File: src/rtl/ecc_log_pkg.sv
package ecc_log_pkg;

   // Log kind codes as seen by software
   typedef enum logic [1:0] {
      KIND_NONE   = 2'b00,
      KIND_SINGLE = 2'b01,
      KIND_MULTI  = 2'b10
   } log_kind_e;

   localparam int KIND_W = 2;
   localparam int SEL_W  = 2;
   localparam int FLAG_W = 2;

   // Register selects
   localparam logic [SEL_W-1:0] SEL_STATUS = 2'd0;
   localparam logic [SEL_W-1:0] SEL_ADDR   = 2'd1;
   localparam logic [SEL_W-1:0] SEL_INFO   = 2'd2;

   // Flag bit positions inside the status word
   localparam int BIT_SBE = 0;
   localparam int BIT_MBE = 1;

endpackage

File: src/rtl/ecc_log_clr_dec.sv
module ecc_log_clr_dec
   import ecc_log_pkg::*;
(
   input  logic              reg_wr,
   input  logic [SEL_W-1:0]  reg_sel,
   input  logic [FLAG_W-1:0] reg_wdata,
   output logic              clr_sbe,
   output logic              clr_mbe
);

   logic status_hit;

   assign status_hit = reg_wr && (reg_sel == SEL_STATUS);
   assign clr_sbe    = status_hit && reg_wdata[BIT_SBE];
   assign clr_mbe    = status_hit && reg_wdata[BIT_MBE];

endmodule

File: src/rtl/ecc_log_arb.sv
module ecc_log_arb (
   input  logic sbe_vld,
   input  logic mbe_vld,
   input  logic sbe_flag,
   input  logic mbe_flag,
   input  logic clr_sbe,
   input  logic clr_mbe,
   output logic take_sbe,
   output logic take_mbe
);

   // Lock state after this cycle's clears take effect
   logic mbe_open;
   logic sbe_open;

   assign mbe_open = !mbe_flag || clr_mbe;
   assign sbe_open = (!sbe_flag || clr_sbe) && mbe_open;

   // Multi-bit wins over single-bit in the same cycle
   assign take_mbe = mbe_vld && mbe_open;
   assign take_sbe = sbe_vld && !mbe_vld && sbe_open;

endmodule

File: src/rtl/ecc_log_store.sv
module ecc_log_store
   import ecc_log_pkg::*;
#(
   parameter int ADDR_W  = 32,
   parameter int CHAN_W  = 1,
   parameter int DEV_W   = 2,
   parameter int SYN_W   = 8,
   parameter bit LOG_SYN = 1'b1
) (
   input  logic              clk,
   input  logic              pwr_good_n,
   input  logic              sbe_vld,
   input  logic              mbe_vld,
   input  logic              take_sbe,
   input  logic              take_mbe,
   input  logic              clr_sbe,
   input  logic              clr_mbe,
   input  logic [ADDR_W-1:0] sbe_addr,
   input  logic [CHAN_W-1:0] sbe_chan,
   input  logic [DEV_W-1:0]  sbe_dev,
   input  logic [SYN_W-1:0]  sbe_syn,
   input  logic [ADDR_W-1:0] mbe_addr,
   input  logic [CHAN_W-1:0] mbe_chan,
   input  logic [DEV_W-1:0]  mbe_dev,
   input  logic [SYN_W-1:0]  mbe_syn,
   output logic              sbe_flag,
   output logic              mbe_flag,
   output logic [ADDR_W-1:0] log_addr,
   output logic [CHAN_W-1:0] log_chan,
   output logic [DEV_W-1:0]  log_dev,
   output logic [SYN_W-1:0]  log_syn,
   output log_kind_e         log_kind
);

   logic              capture;
   logic [ADDR_W-1:0] cap_addr;
   logic [CHAN_W-1:0] cap_chan;
   logic [DEV_W-1:0]  cap_dev;

   assign capture  = take_sbe || take_mbe;
   assign cap_addr = take_mbe ? mbe_addr : sbe_addr;
   assign cap_chan = take_mbe ? mbe_chan : sbe_chan;
   assign cap_dev  = take_mbe ? mbe_dev  : sbe_dev;

   // Sticky flags: a strobe always sets, a clear only acts without a strobe
   always_ff @(posedge clk or negedge pwr_good_n) begin
      if (!pwr_good_n) begin
         sbe_flag <= 1'b0;
         mbe_flag <= 1'b0;
      end else begin
         sbe_flag <= sbe_vld || (sbe_flag && !clr_sbe);
         mbe_flag <= mbe_vld || (mbe_flag && !clr_mbe);
      end
   end

   always_ff @(posedge clk or negedge pwr_good_n) begin
      if (!pwr_good_n) begin
         log_addr <= '0;
         log_chan <= '0;
         log_dev  <= '0;
         log_kind <= KIND_NONE;
      end else if (capture) begin
         log_addr <= cap_addr;
         log_chan <= cap_chan;
         log_dev  <= cap_dev;
         log_kind <= take_mbe ? KIND_MULTI : KIND_SINGLE;
      end
   end

   generate
      if (LOG_SYN) begin : g_syn
         always_ff @(posedge clk or negedge pwr_good_n) begin
            if (!pwr_good_n) begin
               log_syn <= '0;
            end else if (capture) begin
               log_syn <= take_mbe ? mbe_syn : sbe_syn;
            end
         end
      end else begin : g_nosyn
         assign log_syn = '0;
      end
   endgenerate


   sbe_capture_chk: assert property (@(posedge clk) disable iff (!pwr_good_n)
      (sbe_vld && !mbe_vld && (!sbe_flag || clr_sbe) && (!mbe_flag || clr_mbe))
      |=> (sbe_flag && log_kind == KIND_SINGLE && log_addr == $past(sbe_addr)));


   sbe_lock_chk: assert property (@(posedge clk) disable iff (!pwr_good_n)
      (sbe_flag && !clr_sbe && sbe_vld && !mbe_vld)
      |=> ($stable(log_addr) && $stable(log_dev) && $stable(log_chan) && $stable(log_kind)));


   mbe_capture_chk: assert property (@(posedge clk) disable iff (!pwr_good_n)
      (mbe_vld && (!mbe_flag || clr_mbe))
      |=> (mbe_flag && log_kind == KIND_MULTI && log_addr == $past(mbe_addr)));


   mbe_lock_chk: assert property (@(posedge clk) disable iff (!pwr_good_n)
      (mbe_flag && !clr_mbe)
      |=> ($stable(log_addr) && $stable(log_dev) && $stable(log_chan) && $stable(log_kind)));


   w1c_chk: assert property (@(posedge clk) disable iff (!pwr_good_n)
      (clr_mbe && !mbe_vld) |=> !mbe_flag);


   clr_race_chk: assert property (@(posedge clk) disable iff (!pwr_good_n)
      (clr_sbe && sbe_vld) |=> sbe_flag);

endmodule

File: src/rtl/ecc_log_rdmux.sv
module ecc_log_rdmux
   import ecc_log_pkg::*;
#(
   parameter int ADDR_W = 32,
   parameter int CHAN_W = 1,
   parameter int DEV_W  = 2,
   parameter int SYN_W  = 8,
   parameter int DATA_W = 32
) (
   input  logic              clk,
   input  logic              rst_n,
   input  logic [SEL_W-1:0]  reg_sel,
   input  logic              sbe_flag,
   input  logic              mbe_flag,
   input  logic [ADDR_W-1:0] log_addr,
   input  logic [CHAN_W-1:0] log_chan,
   input  logic [DEV_W-1:0]  log_dev,
   input  logic [SYN_W-1:0]  log_syn,
   input  log_kind_e         log_kind,
   output logic [DATA_W-1:0] reg_rdata
);

   localparam int INFO_W = KIND_W + CHAN_W + DEV_W + SYN_W;

   logic [DATA_W-1:0] rd_next;

   always_comb begin
      rd_next = '0;
      unique case (reg_sel)
         SEL_STATUS: begin
            rd_next[BIT_SBE] = sbe_flag;
            rd_next[BIT_MBE] = mbe_flag;
         end
         SEL_ADDR:   rd_next[ADDR_W-1:0] = log_addr;
         SEL_INFO:   rd_next[INFO_W-1:0] = {log_syn, log_dev, log_chan, log_kind};
         default:    rd_next = '0;
      endcase
   end

   always_ff @(posedge clk or negedge rst_n) begin
      if (!rst_n) begin
         reg_rdata <= '0;
      end else begin
         reg_rdata <= rd_next;
      end
   end

endmodule

File: src/rtl/ecc_err_log.sv
module ecc_err_log
   import ecc_log_pkg::*;
#(
   parameter int ADDR_W  = 32,
   parameter int CHAN_W  = 1,
   parameter int DEV_W   = 2,
   parameter int SYN_W   = 8,
   parameter int DATA_W  = 32,
   parameter bit LOG_SYN = 1'b1
) (
   input  logic              clk,
   input  logic              pwr_good_n,
   input  logic              rst_n,
   input  logic              sbe_vld,
   input  logic [ADDR_W-1:0] sbe_addr,
   input  logic [CHAN_W-1:0] sbe_chan,
   input  logic [DEV_W-1:0]  sbe_dev,
   input  logic [SYN_W-1:0]  sbe_syn,
   input  logic              mbe_vld,
   input  logic [ADDR_W-1:0] mbe_addr,
   input  logic [CHAN_W-1:0] mbe_chan,
   input  logic [DEV_W-1:0]  mbe_dev,
   input  logic [SYN_W-1:0]  mbe_syn,
   input  logic              reg_wr,
   input  logic [SEL_W-1:0]  reg_sel,
   input  logic [FLAG_W-1:0] reg_wdata,
   output logic [DATA_W-1:0] reg_rdata
);

   localparam int INFO_W = KIND_W + CHAN_W + DEV_W + SYN_W;

   initial begin : param_chk
      assert (ADDR_W <= DATA_W && ADDR_W > 0)
         else $fatal(1, "ecc_err_log: address wider than read data");
      assert (INFO_W <= DATA_W && CHAN_W > 0 && DEV_W > 0 && SYN_W > 0)
         else $fatal(1, "ecc_err_log: info word does not fit read data");
      assert (DATA_W >= FLAG_W)
         else $fatal(1, "ecc_err_log: read data narrower than status");
   end

   logic              clr_sbe, clr_mbe;
   logic              take_sbe, take_mbe;
   logic              sbe_flag, mbe_flag;
   logic [ADDR_W-1:0] log_addr;
   logic [CHAN_W-1:0] log_chan;
   logic [DEV_W-1:0]  log_dev;
   logic [SYN_W-1:0]  log_syn;
   log_kind_e         log_kind;

   ecc_log_clr_dec u_clr (
      .reg_wr    (reg_wr),
      .reg_sel   (reg_sel),
      .reg_wdata (reg_wdata),
      .clr_sbe   (clr_sbe),
      .clr_mbe   (clr_mbe)
   );

   ecc_log_arb u_arb (
      .sbe_vld  (sbe_vld),
      .mbe_vld  (mbe_vld),
      .sbe_flag (sbe_flag),
      .mbe_flag (mbe_flag),
      .clr_sbe  (clr_sbe),
      .clr_mbe  (clr_mbe),
      .take_sbe (take_sbe),
      .take_mbe (take_mbe)
   );

   ecc_log_store #(
      .ADDR_W  (ADDR_W),
      .CHAN_W  (CHAN_W),
      .DEV_W   (DEV_W),
      .SYN_W   (SYN_W),
      .LOG_SYN (LOG_SYN)
   ) u_store (
      .clk        (clk),
      .pwr_good_n (pwr_good_n),
      .sbe_vld    (sbe_vld),
      .mbe_vld    (mbe_vld),
      .take_sbe   (take_sbe),
      .take_mbe   (take_mbe),
      .clr_sbe    (clr_sbe),
      .clr_mbe    (clr_mbe),
      .sbe_addr   (sbe_addr),
      .sbe_chan   (sbe_chan),
      .sbe_dev    (sbe_dev),
      .sbe_syn    (sbe_syn),
      .mbe_addr   (mbe_addr),
      .mbe_chan   (mbe_chan),
      .mbe_dev    (mbe_dev),
      .mbe_syn    (mbe_syn),
      .sbe_flag   (sbe_flag),
      .mbe_flag   (mbe_flag),
      .log_addr   (log_addr),
      .log_chan   (log_chan),
      .log_dev    (log_dev),
      .log_syn    (log_syn),
      .log_kind   (log_kind)
   );

   ecc_log_rdmux #(
      .ADDR_W (ADDR_W),
      .CHAN_W (CHAN_W),
      .DEV_W  (DEV_W),
      .SYN_W  (SYN_W),
      .DATA_W (DATA_W)
   ) u_rdmux (
      .clk       (clk),
      .rst_n     (rst_n),
      .reg_sel   (reg_sel),
      .sbe_flag  (sbe_flag),
      .mbe_flag  (mbe_flag),
      .log_addr  (log_addr),
      .log_chan  (log_chan),
      .log_dev   (log_dev),
      .log_syn   (log_syn),
      .log_kind  (log_kind),
      .reg_rdata (reg_rdata)
   );

endmodule

File: config.mk
export PLATFORM = sky130hd
export DESIGN_NAME = ecc_err_log
export DESIGN_NICKNAME = d
export VERILOG_FILES = /design/src/rtl/ecc_log_pkg.sv /design/src/rtl/ecc_log_clr_dec.sv /design/src/rtl/ecc_log_arb.sv /design/src/rtl/ecc_log_store.sv /design/src/rtl/ecc_log_rdmux.sv /design/src/rtl/ecc_err_log.sv
export SDC_FILE = /design/constraint.sdc
export NUM_CORES = 1
export LEC_CHECK = 0
export ABC_AREA = 1
export BUFFER_PORTS_ARGS = -buffer_cell sky130_fd_sc_hd__clkbuf_2
export CAP_MARGIN = 20
export CORE_MARGIN = 2
export CORE_UTILIZATION = 50
export CTS_CLUSTER_SIZE = 28
export DETAILED_ROUTE_END_ITERATION = 10
export HOLD_SLACK_MARGIN = 0.08
export PLACE_DENSITY = 0.91
export SYNTH_ARGS = -nofsm -noshare
export SYNTH_HDL_FRONTEND = slang
export SYNTH_SLANG_ARGS = --single-unit
File: constraint.sdc
create_clock -name clk -period 1.5 [get_ports clk]
set_clock_uncertainty 0.05 [all_clocks]
set_input_delay 0.075 -clock clk [delete_from_list [all_inputs] [get_ports clk]]
set_output_delay 0.075 -clock clk [all_outputs]
set_load 0.03 [all_outputs]
**Word level (Yosys, flattened, before mapping)**

Index checks and enable logic that the tools add are counted.

- Eq/ne operators: 2
- Multiplexer cells: 8
- Reductions and logical operators: 20

Operators by type and width:

| cell | number |
|---|---|
| 2-to-1 mux 32 bit | 1 |
| case mux 11 bit (2 select lines) | 1 |
| 2-to-1 mux 19 bit | 1 |
| logical AND 1 bit | 9 |
| 2-to-1 mux 8 bit | 1 |
| case mux 2 bit (3 select lines) | 1 |
| zero test 1 bit | 5 |
| logical OR 1 bit | 5 |
| 2-to-1 mux 2 bit | 2 |
| == test 2 x 1 -> 1 bit, second input constant | 1 |
| == test 2 bit, second input constant | 1 |
| zero test 2 bit | 1 |
| 2-to-1 mux 1 bit | 1 |

- Flip-flop bits (word level): 79
- Bits of input ports: 96
- Logic and storage cells: 38
- Output and inout bits: 32

**Longest topological paths before layout**

Gate-level depths: netlist (run 1).

- Depth after elaboration: 7
- Gate-level depth with buffers: 10
- Depth with buffers taken out: 9

**Cells and area by module**

From an unflattened synthesis (run 1), not the netlist that was laid out.

- Cell total of the unflattened synthesis: 390
- Area, all modules: 3392.0 µm²

By module, submodules not included:

| module | sequential area each (µm²) | instances | area each (µm²) | cells an instance |
|---|---|---|---|---|
| ecc_log_store | 1176.1 | 1 | 2109.5 | 247 |
| ecc_log_rdmux | 800.8 | 1 | 1222.4 | 128 |
| ecc_log_arb | 0.0 | 1 | 37.5 | 9 |
| ecc_log_clr_dec | 0.0 | 1 | 22.5 | 6 |

**Least setup slack after synthesis (run 1)**

OpenSTA, ideal clock, no wires.

- Kind: input port to flip-flop
- From: in reg_sel[0]
- To: reg u_store.log_addr[21]
- Slack: 0.272 ns
- Arrival: 1.062 ns
- Cell stages on the path: 9
- Data required time: 1.334 ns
- Buffers on the path: 2
- Library setup time: 0.116 ns
- Cells stage by stage: inv_1 > ha_1 > nand3_1 > nand2_4 > nand2_4 > buf_6 > buf_2 > nand3_1 > nand2_1

- Longest elaborated chain between the ends: 7
- Elaborated cells between the ends (all ways): 11
- Classes of those cells: mux (1); reduce/logical (10)

Ends and longest elaborated chain:

| item | RTL line | RTL |
|---|---|---|
| start: declaration | ecc_err_log.sv:25 | `input logic [SEL_W-1:0] reg_sel,` |
| zero test 2 bit * | ecc_log_clr_dec.sv:13 | `assign status_hit = reg_wr && (reg_sel == SEL_STATUS);` |
| logical AND 1 bit * | ecc_log_clr_dec.sv:13 |  |
| logical AND 1 bit, on equally long branches | ecc_log_clr_dec.sv:14, ecc_log_clr_dec.sv:15 |  |
| logical OR 1 bit, on equally long branches | ecc_log_arb.sv:17, ecc_log_arb.sv:16 |  |
| logical AND 1 bit | ecc_log_arb.sv:17 | `assign sbe_open = (!sbe_flag \|\| clr_sbe) && mbe_open;` |
| logical AND 1 bit | ecc_log_arb.sv:21 | `assign take_sbe = sbe_vld && !mbe_vld && sbe_open;` |
| logical OR 1 bit | ecc_log_store.sv:40 | `assign capture = take_sbe \|\| take_mbe;` |
| end signal: assignment | ecc_log_store.sv:63 | `log_addr <= cap_addr;` |
| end: declaration | ecc_log_store.sv:28 | `output logic [ADDR_W-1:0] log_addr,` |

Mark *: on every way between the ends. The rest lies on a longest branch, timed or not.
A chain may end at the register's enable or synchronous reset.

**Worst setup path in the final report (run 1)**

- From: in mbe_vld
- To: reg u_store.log_addr[11]

- Longest elaborated chain between the ends: 4
- Elaborated cells between the ends (all ways): 6
- Classes of those cells: mux (1); reduce/logical (5)

Ends and longest elaborated chain:

| item | RTL line | RTL |
|---|---|---|
| start: declaration | ecc_err_log.sv:19 | `input logic mbe_vld,` |
| zero test 1 bit | ecc_log_arb.sv:21 |  |
| logical AND 1 bit (2 in a row) | ecc_log_arb.sv:21 |  |
| logical OR 1 bit | ecc_log_store.sv:40 |  |

Several ways; a longest one is shown, not always the timed one.

==> results by group, run 1 <==
Power
  • Clock Power Share: 26.4%
  • NetSw: 0.00167 W
  • Flop pwr share: roughly half
  • Switching share of power: about 30%
  • Leakage: roughly 3.2 nW
  • Max VDD drop: 0.476 mV
  • Int Pwr: just under 0.004 W
  • Combinational share of power: 23.8%
  • PD cells: about 1000 nW/um^2

Final layout
  • Commonest non-fill, non-tap cell in the layout: nand2_1
  • Core Util, Final: between 70% and 80%
  • Layout cell share with drive strength beyond 1: approximately 23%
  • P&R area growth vs syn: 49.0%
  • Total Nets Final: a little under 800
  • Antenna diode count: 0
  • Commonest non-fill, non-tap cells in the layout: nand2_1, clkbuf_2, nand3_1, dlygate4sd3_1, dfrtp_1

Routing
  • Drt wl/cell: around 15 um
  • Via count: approximately 4000
  • DRC Markers: 0
  • Via density: about 5.1
  • Routed wire length: between 10 and 15 mm
  • Detailed Routing Iterations Pass 1: 5
  • Initial DRC Count: 270
  • DRT antenna net count: 0

Logic synthesis
  • Ys Warns: 0
  • Syn avg cell area: 7.82 sq um
  • Sequential share of the synthesized area: between 50 and 60%
  • Synthesized cell area: between 3000 and 4000 sq um
  • #FFs+latches synth: slightly below 80
  • Top cell type's share of synthesized area: 53.1%
  • Post-synth EDFFs: 0
  • Asr flop ratio synth: between 90% and 100%
  • Syn_nets: around 580
  • Top post-synthesis cells by area: dfrtp_1, nand2_1, nand3_1
  • Most used DFF post-synth: dfrtp_1
  • Syn Inst Count: 476
  • Post-synth cell types: 14
  • Post-synth top area cell: dfrtp_1

Floorplanning
  • Die X: about 90 um
  • Initial core utilization: around half
  • Ports: 128
  • Die Y: approximately 90 um
  • Core area: 7210 sq um
  • # rows: 31
  • Die Area: approximately 8200 sq um

Clocking
  • Setup bufs post-CTS: 0
  • Worst-path clk slew: about 0.070 ns
  • H-Tree Level Count: 3
  • Root Driver: clkbuf_8
  • Clock Path Buffers: 2
  • TritonCTS buffer count: 9
  • Num Clock Sinks: 79
  • Clock Latency Late Sink: 0.33 ns
  • CTS tree: yes

Hold path
  • Hold endpoint: u_store.log_dev[0]
  • Hold path startpoint: mbe_dev[0]
  • Hold depth: 5
  • Hold Path Class: in2reg

Global route
  • Top Usage Layer GRT: met2
  • Pin count of the biggest net entering global routing: 48
  • GRT overflow: 0
  • Initial antenna violation count: 0
  • Met2 Usage GRT: 53.1%
  • Grt met1 use: a little over a third
  • Vias in the first global route: about 4200
  • First-pass GRT wire length: between 15 and 20 mm
  • Met3 Use GR: under 10%
  • Total Routing Usage GR: 29.9%

Timing
  • Final period utilization: about 90%
  • Slew margin rel.: a little under three fifths
  • RSZ-0062 raised after global routing: false
  • Peak Freq: 744 MHz
  • Crit path time final: approximately 1.3 ns
  • Fin. Hold Viols: 0
  • Slew Viols, Final: 0
  • Worst-Margin Slew: approximately 0.65 ns
  • Setup_tns: 0 ns
  • Setup violators final: 0

Critical path
  • Critical Path RT: ~1.7 ns
  • CP Class: in2reg
  • Reg-to-Reg End: u_store.log_addr[11]
  • Arrival @ worst endpoint: 1.56 ns
  • Critical R2R Launch: u_store.mbe_flag
  • Critical Path End Type: flip-flop
  • Reg2Reg Setup Slack: between 0.15 and 0.2 ns
  • Worst Setup SP: mbe_vld
  • Startpoint Class: input pin
  • R2R cell count: 6
  • CP max FO: 43

Place
  • HPWL Detailed: approximately 6.4 mm
  • Routability cong.: 0.847
  • Port bufs: 127

Job
  • Maxcap violations: 0

Run status
  • Run status: finished, final reports clean
==> worst max-delay path by stage <==
stage / to / slack (ns) / cells past startpoint
floorplan: u_store.log_addr[21] / 0.27 / 9
global placement: u_store.log_addr[6] / 0.10 / 10
finish: u_store.log_addr[11] / 0.16 / 7
global route: u_store.log_addr[1] / 0.11 / 8
CTS: u_store.log_dev[0] / 0.17 / 7
detailed placement: u_store.log_dev[0] / 0.03 / 11
==> cells by family after synthesis <==
group | after synthesis | share of synthesized area (%)
AOI/OAI and AO/OA | 11 | 1.48
adders and majority gates | 4 | 1.34
buffers and inverters | 59 | 7.83
DFF | 79 | 53.1
and+or+nand+nor | 323 | 36.3
==> cell usage after synthesis (2+ instances only) <==
cell type,n
buf_2,11
clkbuf_1,11
dfrtp_1,79
nand2_1,227
nand3_1,91
buf_6,5
inv_1,27
buf_4,5
ha_1,4
a21oi_1,11
nand2_4,2
==> timing repair <==
| item | CTS | global route |
|---|---|---|
| endpoints found under the hold margin | 116 | 0 |
| hold buffers | 91 | 0 |
| setup endpoints to repair | 0 | 1 |
| gates resized for setup | 0 | 1 |
==> through the flow <==
step | worst slack, ns | std cells | area (sq um) | total power, W | hold WS (ns)
after floorplan | 0.272 | 476 | 3720 | 0.00345 | -0.271
after global placement | 0.103 | 682 | 4460 | 0.00384 | 0.0588
after detailed placement | 0.0295 | 682 | 4460 | 0.00390 | 0.0890
after CTS | 0.165 | 787 | 5550 | 0.00552 | 0.0808
after global routing | 0.108 | 787 | 5550 | 0.00585 | 0.0945
final | 0.155 | 787 | 5550 | 0.00555 | 0.0865
==> critical path, cell delays in order <==
cell,delay [ns]
dlygate4sd3_1,0.54
clkbuf_2,0.18
buf_6,0.34
nand3_1,0.17
nand2_1,0.13
nand2_1,0.06
nand2_1,0.05
==> power groups by stage <==
| stage | logic (W) | registers, W | clock network, W |
|---|---|---|---|
| final | 0.00132 | 0.00276 | 0.00146 |
| after global routing | 0.00147 | 0.00281 | 0.00157 |
| after CTS | 0.00129 | 0.00275 | 0.00148 |
| after detailed placement | 0.00111 | 0.00279 | 0 |
| after global placement | 0.00106 | 0.00278 | 0 |
| after floorplan | 0.000558 | 0.00289 | 0 |
==> cell type report <==
cell class,count,area [sq um]
inverter,27,101
fill,476,1670
clock buffer,10,128
sequential,79,1980
tap,99,124
multi-input combinational,338,1460
clock inverter,4,48.8
timing repair buffer,230,1720
==> metal layers <==
layer	vias to the layer above	part of all wire [%]	routed length (um)
met5	-	0	0
met4	0	3.2	372
met3	40	6.8	787
met1	1857	39	4440
met2	229	51	5920
li1	1905	-	-
==> registers in the layout, summed over array words and instances (netlist names) <==
name	count
u_store.log_syn	8
u_store.sbe_flag	1
u_store.log_chan	1
u_store.mbe_flag	1
u_store.log_dev	2
u_store.log_kind	2
u_store.log_addr	32
u_rdmux.reg_rdata	32
(Power assumes the default switching activity.)
==> inputs of run 2 (changes only) <==
--- a/config.mk
+++ b/config.mk
@@ -8,12 +8,14 @@
 export ABC_AREA = 1
 export BUFFER_PORTS_ARGS = -buffer_cell sky130_fd_sc_hd__clkbuf_2
 export CAP_MARGIN = 20
+export CORE_ASPECT_RATIO = 0.5
 export CORE_MARGIN = 2
-export CORE_UTILIZATION = 50
+export CORE_UTILIZATION = 49
 export CTS_CLUSTER_SIZE = 28
 export DETAILED_ROUTE_END_ITERATION = 10
 export HOLD_SLACK_MARGIN = 0.08
 export PLACE_DENSITY = 0.91
 export SYNTH_ARGS = -nofsm -noshare
 export SYNTH_HDL_FRONTEND = slang
+export SYNTH_HIERARCHICAL = 1
 export SYNTH_SLANG_ARGS = --single-unit
==> run 2 against run 1 <==
Compared with the run above:
- the run now ends with negative setup slack left
- sequential power hardly changed
- synthesized cell count decreased by 18%
- clock power increased by 47%
- register-to-register slack worse by 0.23 ns
- total power rose by 12%
- final area shrank 1.0%
- non-clock buffer count is 9 higher
- setup slack got worse by 0.20 ns
- worst hold slack improved by 0.11 ns
- core utilization up 5.1 points
- combinational power is essentially flat
- critical endpoint is now u_store/log_addr[15]
- highest routed layer unchanged
==> results by group, run 2 <==
Routing
  • DRT antenna net count: 0
  • DRC Markers: 0
  • Routed wire length: ~14 mm
  • Via density: about 5.7
  • Detailed Routing Iterations Pass 1: 8
  • Via count: 4074
  • Initial DRC Count: roughly 670
  • Drt wl/cell: roughly 20 um

Place
  • Routability cong.: 0.814
  • HPWL Detailed: 6.19 mm
  • Placed cells: about 600
  • Port bufs: about 130

Logic synthesis
  • #FFs+latches synth: 79
  • Most used DFF post-synth: dfrtp_1
  • Ys Warns: 6
  • Post-synth EDFFs: 0
  • Synthesized cell area: 3390 sq um
  • Sequential share of the synthesized area: approximately three fifths
  • Post-synth cell types: 15
  • Syn avg cell area: approximately 8.7 sq um
  • Top post-synthesis cells by area: dfrtp_1, nand2_1, nand3_1
  • Syn_nets: 490
  • Syn Inst Count: roughly 400
  • Post-synth top area cell: dfrtp_1
  • Commonest cells post-synth: nand2_1, nand3_1, dfrtp_1
  • Top cell type's share of synthesized area: 58.3%
  • Count leader, synth: nand2_1
  • Asr flop ratio synth: 100%

Power
  • Max VDD drop: between 0.8 and 0.9 mV
  • Leakage: around 3 nW
  • PD cells: ~1100 nW/um^2

Final layout
  • Antenna diode count: 0
  • Total Nets Final: just over 700
  • Commonest non-fill, non-tap cell in the layout: nand2_1
  • Largest regs: u_rdmux/reg_rdata (32), u_store/log_addr (32), u_store/log_syn (8)
  • P&R area growth vs syn: 61.9%
  • Commonest non-fill, non-tap cells in the layout: nand2_1, clkbuf_2, dlygate4sd3_1
  • Final cell count without fillers: 714
  • Core Util, Final: around four fifths
  • Filler Cell Count: approximately 360
  • Layout cell share with drive strength beyond 1: between 20% and 30%
  • Area occupied by multi-input gates: around 1200 sq um
  • FF+latch area: between 1500 and 2000 sq um

Timing
  • Slew margin rel.: about three fifths
  • Crit path time final: roughly 1.5 ns
  • Fin. Hold Viols: 0
  • Worst-Margin Slew: between 0.5 and 0.6 ns
  • Peak Freq: ~650 MHz
  • Final period utilization: 103%
  • Slew Viols, Final: 0
  • Setup violators final: 2
  • Final WS setup: -0.0432 ns

Global route
  • Vias in the first global route: between 4000 and 5000
  • First-pass GRT wire length: between 20 and 25 mm
  • GRT overflow: 0
  • Initial antenna violation count: 0
  • Pin count of the biggest net entering global routing: 32
  • Total Routing Usage GR: between 30% and 40%

Critical path
  • Reg-to-Reg End: u_store/log_addr[15]
  • Reg2Reg Setup Slack: -0.04 ns
  • Critical Path RT: about 1.7 ns
  • Worst Setup SP: u_store/mbe_flag
  • CP Class: reg2reg
  • Critical R2R Launch: u_store/mbe_flag
  • Startpoint Class: flip-flop
  • Arrival @ worst endpoint: between 1.5 and 2 ns
  • R2R cell count: 7
  • CP max FO: 15
  • Critical Path End Type: flip-flop

Clocking
  • Clock Latency Late Sink: ~0.35 ns
  • Worst-path clk slew: around 0.070 ns
  • Root Driver: clkbuf_16
  • Clock Path Buffers: 2
  • TritonCTS buffer count: 9
  • CTS tree: yes
  • Num Clock Sinks: just under 80
  • H-Tree Level Count: 3

Hold path
  • Hold Path Class: in2async

Floorplanning
  • Die X: between 100 and 150 um
  • Die Area: ~7600 sq um
  • Die Y: ~63 um
  • Ports: 128
  • Initial core utilization: 50.6%
  • # rows: 21
  • Core area: 6700 sq um

Run status
  • Failing checks: negative setup slack
  • Run status: finished, violations left

Job
  • Maxcap violations: 0
-- run 2: changes by cell type after synthesis, moves of 2 or more --
cell	previous run	this run
clkbuf_1	11	1
buf_6	5	1
nand2_1	227	142
buf_4	5	11
nand3_1	91	88
o21bai_1	0	2
nand2_4	2	0
nor2_1	1	5
inv_1	27	32
-- run 2: worst max path at each step --
| stage | endpoint | slack (ns) | depth (start not counted) |
|---|---|---|---|
| after floorplan | u_store/log_addr[0] | 0.27 | 6 |
| after global placement | u_store/log_addr[16] | 0.06 | 11 |
| final | u_store/log_addr[15] | -0.04 | 7 |
| after detailed placement | u_store/log_addr[12] | -0.04 | 10 |
| after global routing | u_store/log_addr[15] | -0.04 | 7 |
| after CTS | u_store/log_syn[5] | 0.05 | 5 |
-- run 2: what timing repair did --
action | in CTS | in global routing
buffers inserted | 0 | 3
hold buffers | 92 | 0
hold endpoints to repair | 111 | 0
setup endpoints to repair | 0 | 35
resized for setup | 0 | 6
-- run 2: logic make-up (layout without fill, tap and decap cells) --
group                      after synthesis  in the layout  share of synthesized area (%)
AOI/OAI and AO/OA                       14             14                           2.21
DFF                                     79             79                           58.3
and+or+nand+nor                        237            237                           30.0
buffers and inverters                   56            288                           8.00
adders and majority gates                4              4                           1.48
-- run 2: layer usage --
layer / track usage (%) / vias up / wire, um
met4: 22.1 / 0 / 1140
met5: 0 / - / 0
li1: - / 1682 / -
met2: 58.7 / 408 / 6520
met3: 11.1 / 143 / 1760
met1: 42.3 / 1841 / 4910
-- run 2: final cells by class --
cell class                      count  share of cell area [%]
Multi-Input combinational cell    255                    21.3
Inverter                           33                    2.26
Clock buffer                       12                    4.67
Clock inverter                      4                   0.524
Timing Repair Buffer              239                    33.1
Tap cell                           92                    2.10
Sequential cell                    79                    36.0
-- run 2: stage by stage --
| step | instance area [sq um] | power, W | setup WS (ns) | TNS, ns | hold slack [ns] |
|---|---|---|---|---|---|
| detailed placement | 4170 | 0.00371 | -0.0413 | -1.00 | 0.00653 |
| finish | 5490 | 0.00621 | -0.0432 | -0.0526 | 0.195 |
| global route | 5490 | 0.00645 | -0.0366 | -0.0834 | 0.246 |
| floorplan | 3390 | 0.00329 | 0.266 | 0 | -0.271 |
| global placement | 4170 | 0.00365 | 0.0592 | 0 | 0.00615 |
| CTS | 5380 | 0.00595 | 0.0471 | 0 | 0.208 |
-- run 2: power breakdown --
part	leakage (nW)	internal (W)	switching [W]
Clock	0.135	0.00122	0.000926
Sequential	1.01	0.00253	0.000252
Combinational	1.83	0.000534	0.000754
-- run 2: critical path, stage by stage, from the launching register on --
cell and delay (ns):
dfrtp_2 0.45, nand2_1 0.12, nand2_2 0.08, nor2_4 0.13, buf_12 0.14, buf_4 0.23
nand3_1 0.15, nand3_1 0.13
